$ cat src/rtl/cyc_ctr64.sv
module cyc_ctr64 #(
  parameter int DW = 32,
  parameter int AW = 4,
  parameter int LO_ADDR = 0,
  parameter int HI_ADDR = 1
) (
  input  logic          clk,
  input  logic          dbg_rst_n,
  input  logic          bus_sel,
  input  logic          bus_wr,
  input  logic [AW-1:0] bus_addr,
  input  logic [DW-1:0] bus_wdata,
  input  logic [1:0]    priv_mode,
  output logic [DW-1:0] bus_rdata,
  output logic          priv_viol
);
  localparam logic [AW-1:0] A_LO = AW'(LO_ADDR);
  localparam logic [AW-1:0] A_HI = AW'(HI_ADDR);
  localparam int CW = 2 * DW;

  logic [DW-1:0] lo_q, hi_q;
  logic          viol_q;

  wire is_lo  = bus_addr == A_LO;
  wire is_hi  = bus_addr == A_HI;
  wire priv   = (priv_mode == 2'b01) || (priv_mode == 2'b10);
  wire wr_hit = bus_sel && bus_wr && (is_lo || is_hi);
  wire wr_lo  = wr_hit && priv && is_lo;
  wire wr_hi  = wr_hit && priv && is_hi;
  wire reject = wr_hit && !priv;

  wire [DW:0] lo_inc = {1'b0, lo_q} + {{DW{1'b0}}, 1'b1};
  wire [DW-1:0] hi_inc = hi_q + {{(DW-1){1'b0}}, lo_inc[DW]};

  always_ff @(posedge clk or negedge dbg_rst_n) begin
    if (!dbg_rst_n) begin
      lo_q   <= '0;
      hi_q   <= '0;
      viol_q <= 1'b0;
    end else begin
      lo_q   <= wr_lo ? bus_wdata : lo_inc[DW-1:0];
      hi_q   <= wr_hi ? bus_wdata : hi_inc;
      viol_q <= reject;
    end
  end

  assign priv_viol = viol_q;
  assign bus_rdata = (bus_sel && !bus_wr) ? (is_lo ? lo_q : (is_hi ? hi_q : '0)) : '0;

  AST_CNT_STEP: assert property (@(posedge clk) disable iff (!dbg_rst_n)
    !(wr_lo || wr_hi) |=> ({hi_q, lo_q} - $past({hi_q, lo_q})) == CW'(1));
  AST_REJECT_NOP: assert property (@(posedge clk) disable iff (!dbg_rst_n)
    reject |=> (lo_q - $past(lo_q)) == DW'(1));
  AST_WR_LO_LOAD: assert property (@(posedge clk) disable iff (!dbg_rst_n)
    wr_lo |=> lo_q == $past(bus_wdata));
  AST_WR_HI_LOAD: assert property (@(posedge clk) disable iff (!dbg_rst_n)
    wr_hi |=> hi_q == $past(bus_wdata));
  AST_VIOL_SET: assert property (@(posedge clk) disable iff (!dbg_rst_n)
    reject |=> priv_viol);
  AST_VIOL_CLR: assert property (@(posedge clk) disable iff (!dbg_rst_n)
    !reject |=> !priv_viol);
  always_comb if (!dbg_rst_n) AST_RST_CLEAR: assert (!priv_viol);
endmodule

$ cat config.mk
export PLATFORM = sky130hd
export DESIGN_NAME = cyc_ctr64
export DESIGN_NICKNAME = d
export VERILOG_FILES = /design/src/rtl/cyc_ctr64.sv
export SDC_FILE = /design/constraint.sdc
export NUM_CORES = 1
export LEC_CHECK = 0
export BUFFER_PORTS_ARGS = -buffer_cell sky130_fd_sc_hd__buf_4
export CORE_MARGIN = 3
export CORE_UTILIZATION = 39
export CTS_CLUSTER_SIZE = 16
export DETAILED_ROUTE_END_ITERATION = 16
export GPL_ROUTABILITY_DRIVEN = 0
export PLACE_DENSITY = 0.55
export SLEW_MARGIN = 30
export SYNTH_ARGS = -nofsm -noshare
export SYNTH_HDL_FRONTEND = slang
export SYNTH_SLANG_ARGS = --single-unit
$ cat constraint.sdc
create_clock -name clk -period 4.1 [get_ports clk]
set_clock_uncertainty 0.2 [all_clocks]
set_input_delay 0.205 -clock clk [delete_from_list [all_inputs] [get_ports clk]]
set_output_delay 0.205 -clock clk [all_outputs]
set_load 0.01 [all_outputs]
# After elaboration in Yosys (flattened, before gate mapping)
# Index checks and enable logic that the tools add are counted.
# totals
elab_cells,25
ff_bits,65
out_inout_bits,33
input_bits,42
# classes
muxes,5
n_eq_ne,3
reduce_logical,12
n_addsub,2
# op_table
op,count
2-to-1 mux 32 bit,5
"adder 32 x 1 -> 33 bit, second input constant",1
adder 32 x 1 -> 32 bit,1
logical AND 1 bit,7
"== test 4 x 1 -> 1 bit, second input constant",1
zero test 4 bit,1
"== test 2 x 1 -> 1 bit, second input constant",1
"== test 2 bit, second input constant",1
zero test 1 bit,2
logical OR 1 bit,2

# Depth between registers and ports, before layout
# Gate-level depths: netlist of the first run.
# depth
ltp_word,6
mapped_depth,11
ltp_nobuf,11

# Worst setup path after synthesis of the first run
# OpenSTA, ideal clock, no wires.
# synth_path
kind,register to register
startpoint,register lo_q[0]
endpoint,register hi_q[20]
synth_period_minus_slack_ps,2838
path_stages_with_launch,12
setup_slack_ps,1262
required_time_ps,3823
setup_time_ps,77
arrival_time_ps,2561
cell_sequence,dfrtp_1 > ha_1 > nand3_1 > nor4_4 > and3_1 > ha_1 > ha_1 > nand4_1 > nor2_1 > nand4_1 > xor2_1 > a21oi_1
# synth_via
elab_chain_len,3
# synth_rtl
element,line,source
start: declaration,21,"logic [DW-1:0] lo_q, hi_q;"
start signal: assignment,41,lo_q <= wr_lo ? bus_wdata : lo_inc[DW-1:0];
adder 32 x 1 -> 33 bit,32,"wire [DW:0] lo_inc = {1'b0, lo_q} + {{DW{1'b0}}, 1'b1};"
adder 32 x 1 -> 32 bit,33,"wire [DW-1:0] hi_inc = hi_q + {{(DW-1){1'b0}}, lo_inc[DW]};"
2-to-1 mux 32 bit,42,hi_q <= wr_hi ? bus_wdata : hi_inc;
end signal: assignment,42,
end: declaration,21,
# No other way between the ends.

# Worst setup path after layout of the first run
# layout_path
startpoint,register lo_q[0]
endpoint,register hi_q[14]
# Same word-level chain as after synthesis.

==> impl_metrics.env, run 1 <==
export IMPL_route_detailed_drc=0
export IMPL_met2WireLength_mm=5.33
export IMPL_data_arrival_time_of_the_critical_path_ns=3.40
export IMPL_first_global_vias=3800
export IMPL_synthTopCellsByArea="dfrtp_1 (40%), nor2_1 (9.7%), xor2_1 (9.1%), mux2i_1 (7.9%), a21oi_1 (7.6%)"
export IMPL_cts_reportedPaths_clkPinSlew_ns=0.08
export IMPL_flip_flop_and_latch_count_after_synthesis=65
export IMPL_synthSimpleGateAreaFrac_pct=26.7
export IMPL_powerDensity_mw_per_mm2=409
export IMPL_chipHeight_um=108
export IMPL_report_power_total_mw=2.17
export IMPL_postLayoutCoreUtil_pct=53.5
export IMPL_share_of_post_route_cells_with_drive_strength_above_1_pct=20.4
export IMPL_skew_pair_late_insertion_delay_ns=0.34
export IMPL_yosys_cell_count_top_type="nor2_1"
export IMPL_final_period_utilization_pct=83.1
export IMPL_startpoint_type="register"
export IMPL_syn_instance_count=456
export IMPL_grt_ovfl_total=0
export IMPL_antenna_found_initial=0
export IMPL_post_cts_repair_setup_buffers=0
export IMPL_post_synth_edffs=0
export IMPL_grt_max_degree=66
export IMPL_netlist_top_cell_by_area="dfrtp_1"
export IMPL_met3_wirelength_um=453
export IMPL_post_drt_via_cell_ratio=5.19
export IMPL_clock_sinks=65
export IMPL_final_setup_tns_ns=0
export IMPL_syn_cell_area_mm2=0.00404
export IMPL_synth_compound_gate_area_share_pct=7.57
export IMPL_rsz0062_at_grt="no"
export IMPL_slew_limit_headroom_pct=41.1
export IMPL_share_of_the_synthesized_area_in_the_top_cell_type_pct=40.3
export IMPL_worst_ep_required_time_ns=4.09
export IMPL_worst_setup_path_startpoint="lo_q[0]"
export IMPL_worst_r2r_startpoint="lo_q[0]"
export IMPL_timing_max_transition_violations_final=0
export IMPL_detailedPlacementHpwl_mm=7.67
export IMPL_number_of_buffer_cells_added_on_primary_ports=74
export IMPL_met1Wirelength_mm=5.15
export IMPL_synth_seq_area_share_pct=40.3
export IMPL_placementRows=36
export IMPL_grt_first_pass_wirelength_mm=18.8
export IMPL_p_leak_nw=2.28
export IMPL_num_antenna_cells=0
export IMPL_tightest_slew_ns=0.875
export IMPL_fmax_mhz=293
export IMPL_die_area_mm2=0.0116
export IMPL_grtUsageTotal_pct=20.4
export IMPL_fin_nets=609
export IMPL_initial_core_util_pct=40.7
export IMPL_yosys_warn_count=0
export IMPL_critical_path_max_fanout=9
export IMPL_top_signal_layer_used="met4"
export IMPL_setup_worst_path_class="register to register"
export IMPL_cts_inserted_buffers=9
export IMPL_routed_wirelength_mm=11.1
export IMPL_synthesis_nets=501
export IMPL_postRouteAntennaNets=0
export IMPL_areaGrowthSynthToFinish_pct=31.4
export IMPL_syn_avg_cell_area_um2=8.85
export IMPL_post_synth_xor_area_fraction_pct=13.2
export IMPL_top_level_ports=75
export IMPL_run_status="complete, no violations"
export IMPL_worst_r2r_cell_count=12
export IMPL_timing_final_setup_violations=0
export IMPL_synth_top_flop_cell="dfrtp_1"
export IMPL_peak_ir_drop_on_the_vdd_network_mv=0.171
export IMPL_yosys_cell_types_count=31
export IMPL_layout_min_cycle_time_ns=3.41
export IMPL_cts_root_buffer="clkbuf_8"
export IMPL_post_synth_fa_ha_maj_area_fraction_pct=0.930
export IMPL_max_cap_violations=0
export IMPL_cts_max_path_buffers=2
export IMPL_route_detailed_wl_per_inst_um=15.8
export IMPL_core_mm2=0.00991
export IMPL_drtPass1Iterations=5
export IMPL_critical_path_endpoint_type="register"
export IMPL_die_w_um=108
export IMPL_worst_min_delay_path_category="input port to async pin"
export IMPL_synth_cells_most_frequent="nor2_1 (104), dfrtp_1 (65), a21oi_1 (61)"
export IMPL_synth_mux_area_share_pct=8.78
export IMPL_combinational_family_with_the_most_area_after_synthesis="simple AND/OR/NAND/NOR gates"
export IMPL_clock_tree_htree_level_count=3
export IMPL_num_vias=3645
export IMPL_clock_tree_from_tritoncts="yes"
export IMPL_initialDrtViolationCount=183
export IMPL_timing_hold_violations_final=0
export IMPL_asyncSetResetFlopFracSynth_pct=100
-- cells in the final DEF, fill, tap and decap left out, drive strengths merged --
master,instances
clkinv,2
bufinv,1
and3,8
nand2,15
mux2,3
or3,1
xor2,42
ha,3
dlygate4sd3,36
or4,1
nand4b,1
nand4,19
inv,7
nor4bb,1
nor3,7
xnor2,19
clkbuf,11
a21oi,61
buf,81
nand3,34
nor2,106
nor4,5
nor4b,1
and4,4
dfrtp,65
clkinvlp,2
mux2i,32
nand2b,1
-- worst paths after layout --
check                      endpoint  slack, ns
hold reg to reg             lo_q[0]       0.36
min in group clk            lo_q[0]       0.36
setup reg to reg           hi_q[14]       0.69
max in group asynchronous  lo_q[13]       3.00
hold / removal              lo_q[4]       0.15
setup / recovery           hi_q[14]       0.69
-- cells by family after synthesis --
kind of cell / Yosys count
simple gates: 204
flops: 65
compound gates: 61
xor+xnor: 61
mux: 35
buf+inv: 27
fa+ha+maj: 3
-- per-layer routing --
layer,track usage [%],vias up
met2,34.0,89
li1,-,1786
met5,0,-
met4,6.94,0
met1,27.2,1755
met3,2.58,15
-- stage by stage --
| stage | hold WS [ns] | setup WS, ns | area, um^2 | cells |
|---|---|---|---|---|
| floorplan | -0.291 | 1.26 | 4040 | 456 |
| global placement | 0.190 | 0.834 | 4730 | 649 |
| detailed placement | 0.182 | 0.748 | 4730 | 649 |
| CTS | 0.358 | 0.696 | 5280 | 701 |
| global route | 0.188 | 0.423 | 5300 | 702 |
| finish | 0.153 | 0.693 | 5300 | 702 |
-- flip-flops by register name, indices dropped and copies added (netlist names) --
name,count
lo_q,32
hi_q,32
priv_viol,1
-- power breakdown --
group / internal [mW] / switching (mW)
Clock: 0.296 / 0.259
Sequential: 0.806 / 0.249
Combinational: 0.292 / 0.267
-- critical path, cell delays in order (launching register included) --
cell and delay (ns):
dfrtp_1 0.44, ha_1 0.29, nand3_1 0.15, nor4_4 0.17
buf_4 0.23, and3_1 0.17, ha_1 0.19, ha_1 0.22
nand4_1 0.27, nor2_1 0.50, nand3_1 0.16, xor2_1 0.18
a21oi_1 0.08
-- area by class of cell --
| class | count | area, um^2 |
|---|---|---|
| fill | 968 | 4610 |
| multi-input combinational | 364 | 2310 |
| sequential | 65 | 1630 |
| timing repair buffer | 117 | 981 |
| tap | 133 | 166 |
| clock buffer | 11 | 141 |
| clock inverter | 5 | 55.1 |
| inverter | 7 | 26.3 |
-- repair_timing --
action,4_1_cts,5_1_grt
hold buffers,36,0
gates resized for setup,0,0
hold endpoints to repair,130,0
Note: power is estimated with default switching activity, not from simulation.
==> run 2: changes to the inputs <==
clock period = 3.3 ns   (was 4.1 ns; I/O delays follow)
==> impl_metrics.env, run 2 (synthesis gave the netlist of run 1 again) <==
export IMPL_die_area_mm2=0.0116
export IMPL_post_route_cell_area_mm2=0.00540
export IMPL_grt_max_degree=66
export IMPL_top_level_ports=75
export IMPL_timing_max_transition_violations_final=0
export IMPL_setup_slack_ns=0.235
export IMPL_chipHeight_um=108
export IMPL_pre_cts_ws_ns=0.0788
export IMPL_report_power_total_mw=2.80
export IMPL_sequential_fraction_of_design_power_pct=46.7
export IMPL_rsz0062_at_grt="no"
export IMPL_tightest_slew_ns=0.697
export IMPL_number_of_buffer_cells_added_on_primary_ports=74
export IMPL_layoutNonFillerInstCount=708
export IMPL_worst_ep_required_time_ns=3.37
export IMPL_peak_ir_drop_on_the_vdd_network_mv=0.198
export IMPL_fill_cells=937
export IMPL_critical_path_n_buffers_inverters=1
export IMPL_grt_first_pass_wirelength_mm=18.6
export IMPL_num_vias=3644
export IMPL_core_mm2=0.00991
export IMPL_grt_ovfl_total=0
export IMPL_powerDensity_mw_per_mm2=519
export IMPL_routed_wirelength_mm=11.2
export IMPL_switching_share_pct=34.6
export IMPL_fin_nets=615
export IMPL_startpoint_type="register"
export IMPL_num_antenna_cells=0
export IMPL_first_global_vias=3745
export IMPL_critical_path_endpoint_type="register"
export IMPL_power_net_switching_mw=0.969
export IMPL_clock_sinks=65
export IMPL_detailedPlacementHpwl_mm=7.83
export IMPL_dp_cells=654
export IMPL_layout_min_cycle_time_ns=3.07
export IMPL_post_dp_cell_area_mm2=0.00476
export IMPL_crit_path_top_delay_cell="dfrtp_1"
export IMPL_worst_min_delay_path_category="input port to register"
export IMPL_run_status="complete, no violations"
export IMPL_skew_pair_late_insertion_delay_ns=0.34
export IMPL_placementRows=36
export IMPL_critical_path_top_delay_family="simple AND/OR/NAND/NOR gates"
export IMPL_initial_core_util_pct=40.7
export IMPL_cts_root_buffer="clkbuf_8"
export IMPL_data_arrival_time_of_the_critical_path_ns=3.13
export IMPL_timing_hold_violations_final=0
export IMPL_cts_max_path_buffers=2
export IMPL_p_leak_nw=2.33
export IMPL_areaGrowthSynthToFinish_pct=33.8
export IMPL_timing_final_setup_violations=0
export IMPL_mostFrequentLayoutCells="nor2_1 (104), buf_4 (86), dfrtp_1 (65)"
export IMPL_setup_worst_path_class="register to register"
export IMPL_die_w_um=108
export IMPL_power_combinational_fraction_pct=25.0
export IMPL_drtPass1Iterations=4
export IMPL_fmax_mhz=326
export IMPL_final_setup_tns_ns=0
export IMPL_post_drt_via_cell_ratio=5.15
export IMPL_grtUsageTotal_pct=20.3
export IMPL_route_detailed_wl_per_inst_um=15.8
export IMPL_route_detailed_drc=0
export IMPL_final_period_utilization_pct=92.9
export IMPL_p_int_mw=1.83
export IMPL_power_share_clock_pct=28.3
export IMPL_slew_limit_headroom_pct=53.2
export IMPL_clock_tree_htree_level_count=3
export IMPL_share_of_post_route_cells_with_drive_strength_above_1_pct=21.4
export IMPL_cts_reportedPaths_clkPinSlew_ns=0.08
export IMPL_antenna_found_initial=0
export IMPL_crit_chain="and4_1 -> nor4bb_2 -> and3_1 -> ha_1 -> ha_1 -> nand4_1 -> buf_4 -> nor4_4 -> nand4_1 -> xor2_1 -> a21oi_1"
export IMPL_most_common_library_cell_in_the_layout_ignoring_fill_and_taps="nor2_1"
export IMPL_critPathMaxStageDelay_ns=0.46
export IMPL_postRouteAntennaNets=0
export IMPL_clock_tree_from_tritoncts="yes"
export IMPL_cts_inserted_buffers=9
export IMPL_initialDrtViolationCount=129
export IMPL_critical_path_max_fanout=7
export IMPL_max_cap_violations=0
run 2: cell count changes in the layout (fill, tap and decap cells not counted), sizes merged:
cell    previous run  this run
clkinv             2         0
clkbuf            11        12
bufinv             1         2
buf               81        87
run 2: worst register-to-register path: stages, from the launching register on:
cell      delay [ns]
dfrtp_1         0.46
and4_1          0.30
nor4bb_2        0.42
and3_1          0.21
ha_1            0.19
ha_1            0.22
nand4_1         0.13
buf_4           0.18
nor4_4          0.21
nand4_1         0.15
xor2_1          0.17
a21oi_1         0.13
run 2: layout make-up:
cell class,instances,area (um^2),area share [%]
clock buffers,12,155,2.87
clock inverters,4,75.1,1.39
inverters,7,26.3,0.487
multi-input cells,364,2320,43.0
flip-flops and latches,65,1630,30.1
well taps,133,166,3.08
repair buffers,123,1030,19.0
run 2: power groups by stage:
stage | Combinational, mW | Sequential [mW] | Clock, mW
finish | 0.700 | 1.31 | 0.794
global placement | 0.656 | 1.31 | 0
global route | 0.791 | 1.34 | 0.849
detailed placement | 0.660 | 1.32 | 0
CTS | 0.697 | 1.31 | 0.811
floorplan | 0.513 | 1.23 | 0
run 2: repair_timing:
| action | in CTS | in global routing |
|---|---|---|
| hold endpoints to repair | 130 | 0 |
| endpoints found under the setup margin | 0 | 10 |
| gates resized for setup | 0 | 2 |
| setup buffers | 0 | 1 |
| hold buffers | 36 | 0 |
run 2: metal layers:
layer	global-route usage (%)	vias up	wire length, um
li1	-	1800	-
met1	27.2	1743	5150
met2	33.7	82	5350
met3	2.52	19	426
met4	7.48	0	227
met5	0	-	0
run 2: final timing paths:
check	start	to	slack, ns	cells after the start
setup / recovery	lo_q[22]	hi_q[26]	0.23	11
hold / removal	bus_addr[3]	lo_q[31]	0.11	5
setup reg to reg	lo_q[22]	hi_q[26]	0.23	11
hold reg to reg	lo_q[0]	lo_q[0]	0.36	1
max in group asynchronous	dbg_rst_n	hi_q[18]	2.24	3
min in group asynchronous	dbg_rst_n	lo_q[4]	0.12	2
run 2: metrics by stage:
stage | utilization, % | hold WS (ns)
finish | 54.5 | 0.107
global route | 54.5 | 0.149
CTS | 54.0 | 0.0929
detailed placement | 48.1 | 0.137
global placement | 48.1 | 0.147
floorplan | - | -0.331
==> run 3: changes to the inputs <==
clock period = 3.6 ns   (was 3.3 ns; I/O delays follow)
==> impl_metrics.env, run 3 (synthesis gave the netlist of run 1 again) <==
export IMPL_p_int_mw=1.62
export IMPL_first_global_vias=3694
export IMPL_top_level_ports=75
export IMPL_run_status="complete, no violations"
export IMPL_clock_tree_htree_level_count=3
export IMPL_critPathMaxStageDelay_ns=0.45
export IMPL_route_detailed_wl_per_inst_um=16.0
export IMPL_data_arrival_time_of_the_critical_path_ns=3.21
export IMPL_critical_path_n_buffers_inverters=0
export IMPL_timing_max_transition_violations_final=0
export IMPL_critical_path_top_delay_family="simple AND/OR/NAND/NOR gates"
export IMPL_crit_chain="and4_1 -> nor4bb_1 -> and3_1 -> ha_1 -> ha_1 -> nand4_1 -> nor4_2 -> nand4_1 -> xor2_1 -> a21oi_1"
export IMPL_slew_limit_headroom_pct=55.1
export IMPL_num_antenna_cells=0
export IMPL_report_power_total_mw=2.49
export IMPL_sequential_fraction_of_design_power_pct=48.1
export IMPL_grt_max_degree=66
export IMPL_core_mm2=0.00991
export IMPL_initialDrtViolationCount=187
export IMPL_power_net_switching_mw=0.876
export IMPL_worst_ep_required_time_ns=3.60
export IMPL_final_hold_worst_slack_ns=0.195
export IMPL_most_common_library_cell_in_the_layout_ignoring_fill_and_taps="nor2_1"
export IMPL_rsz0062_at_grt="no"
export IMPL_drtPass1Iterations=4
export IMPL_switching_share_pct=35.1
export IMPL_max_cap_violations=0
export IMPL_postRouteAntennaNets=0
export IMPL_die_area_mm2=0.0116
export IMPL_layout_min_cycle_time_ns=3.21
export IMPL_num_vias=3652
export IMPL_worst_min_delay_path_category="input port to async pin"
export IMPL_cts_reportedPaths_clkPinSlew_ns=0.08
export IMPL_grt_first_pass_wirelength_mm=18.9
export IMPL_skew_pair_late_insertion_delay_ns=0.35
export IMPL_clock_sinks=65
export IMPL_cts_root_buffer="clkbuf_8"
export IMPL_die_w_um=108
export IMPL_antenna_found_initial=0
export IMPL_final_setup_tns_ns=0
export IMPL_share_of_post_route_cells_with_drive_strength_above_1_pct=20.3
export IMPL_route_detailed_drc=0
export IMPL_timing_hold_violations_final=0
export IMPL_number_of_buffer_cells_added_on_primary_ports=74
export IMPL_mostFrequentLayoutCells="nor2_1 (104), buf_4 (80), dfrtp_1 (65)"
export IMPL_setup_worst_path_class="register to register"
export IMPL_final_period_utilization_pct=89.1
export IMPL_chipHeight_um=108
export IMPL_post_cts_repair_setup_buffers=0
export IMPL_startpoint_type="register"
export IMPL_power_combinational_fraction_pct=25.6
export IMPL_detailedPlacementHpwl_mm=7.58
export IMPL_fill_cells=1000
export IMPL_clock_tree_from_tritoncts="yes"
export IMPL_post_drt_via_cell_ratio=5.22
export IMPL_fmax_mhz=312
export IMPL_critical_path_endpoint_type="register"
export IMPL_timing_final_setup_violations=0
export IMPL_critical_path_max_fanout=7
export IMPL_grtUsageTotal_pct=20.7
export IMPL_fin_nets=609
export IMPL_p_leak_nw=2.29
export IMPL_areaGrowthSynthToFinish_pct=31.4
export IMPL_powerDensity_mw_per_mm2=471
export IMPL_crit_path_top_delay_cell="dfrtp_1"
export IMPL_cts_inserted_buffers=9
export IMPL_peak_ir_drop_on_the_vdd_network_mv=0.184
export IMPL_cts_max_path_buffers=2
export IMPL_placementRows=36
export IMPL_grt_ovfl_total=0
export IMPL_tightest_slew_ns=0.673
export IMPL_power_share_clock_pct=26.3
export IMPL_routed_wirelength_mm=11.2
export IMPL_initial_core_util_pct=40.7
-- run 3: final cells by class --
| class | instances | area, um^2 | share of cell area (%) |
|---|---|---|---|
| Clock inverter | 2 | 37.5 | 0.708 |
| Clock buffer | 12 | 165 | 3.12 |
| Sequential cell | 65 | 1630 | 30.7 |
| Tap cell | 133 | 166 | 3.14 |
| Timing Repair Buffer | 117 | 972 | 18.3 |
| Multi-Input combinational cell | 364 | 2310 | 43.5 |
| Inverter | 7 | 26.3 | 0.496 |
-- run 3: per-stage QoR --
step                      setup slack (ns)  util, %  cells  cell area (um^2)
after CTS                            0.326     53.5    700              5300
after global placement               0.519     47.8    650              4730
after global routing                0.0242     53.5    700              5300
after detailed placement             0.364     47.8    650              4730
after floorplan                      0.762        -    456              4040
final                                0.394     53.5    700              5300
-- run 3: power groups by stage --
stage	sequential (mW)	combinational, mW	clock (mW)
finish	1.20	0.637	0.656
global placement	1.19	0.611	0
floorplan	1.13	0.470	0
detailed placement	1.21	0.611	0
global route	1.23	0.718	0.699
CTS	1.20	0.646	0.669
-- run 3: per-layer routing --
metal / share of wire, % / track usage (%) / vias to the layer above / wire length, um
li1: - / - / 1789 / -
met1: 48 / 27.5 / 1785 / 5370
met2: 47 / 34.6 / 66 / 5310
met3: 3.1 / 2.58 / 12 / 347
met4: 1.5 / 7.66 / 0 / 165
met5: 0 / 0 / - / 0
-- run 3: path summary, 6_finish.rpt --
kind                                start   endpoint  slack [ns]  cells past startpoint
worst max register to register   lo_q[22]   hi_q[26]        0.39                     10
worst min register to register    lo_q[0]    lo_q[0]        0.37                      1
max in group asynchronous       dbg_rst_n   hi_q[15]        2.57                      2
min in group clk                  lo_q[0]    lo_q[0]        0.37                      1
worst max-delay path             lo_q[22]   hi_q[26]        0.39                     10
worst min-delay path            dbg_rst_n  priv_viol        0.20                      2
-- run 3: repair_timing --
action | in CTS | in global routing
hold buffers | 36 | 0
setup endpoints to repair | 0 | 0
gates resized for setup | 0 | 0
endpoints found under the hold margin | 130 | 0
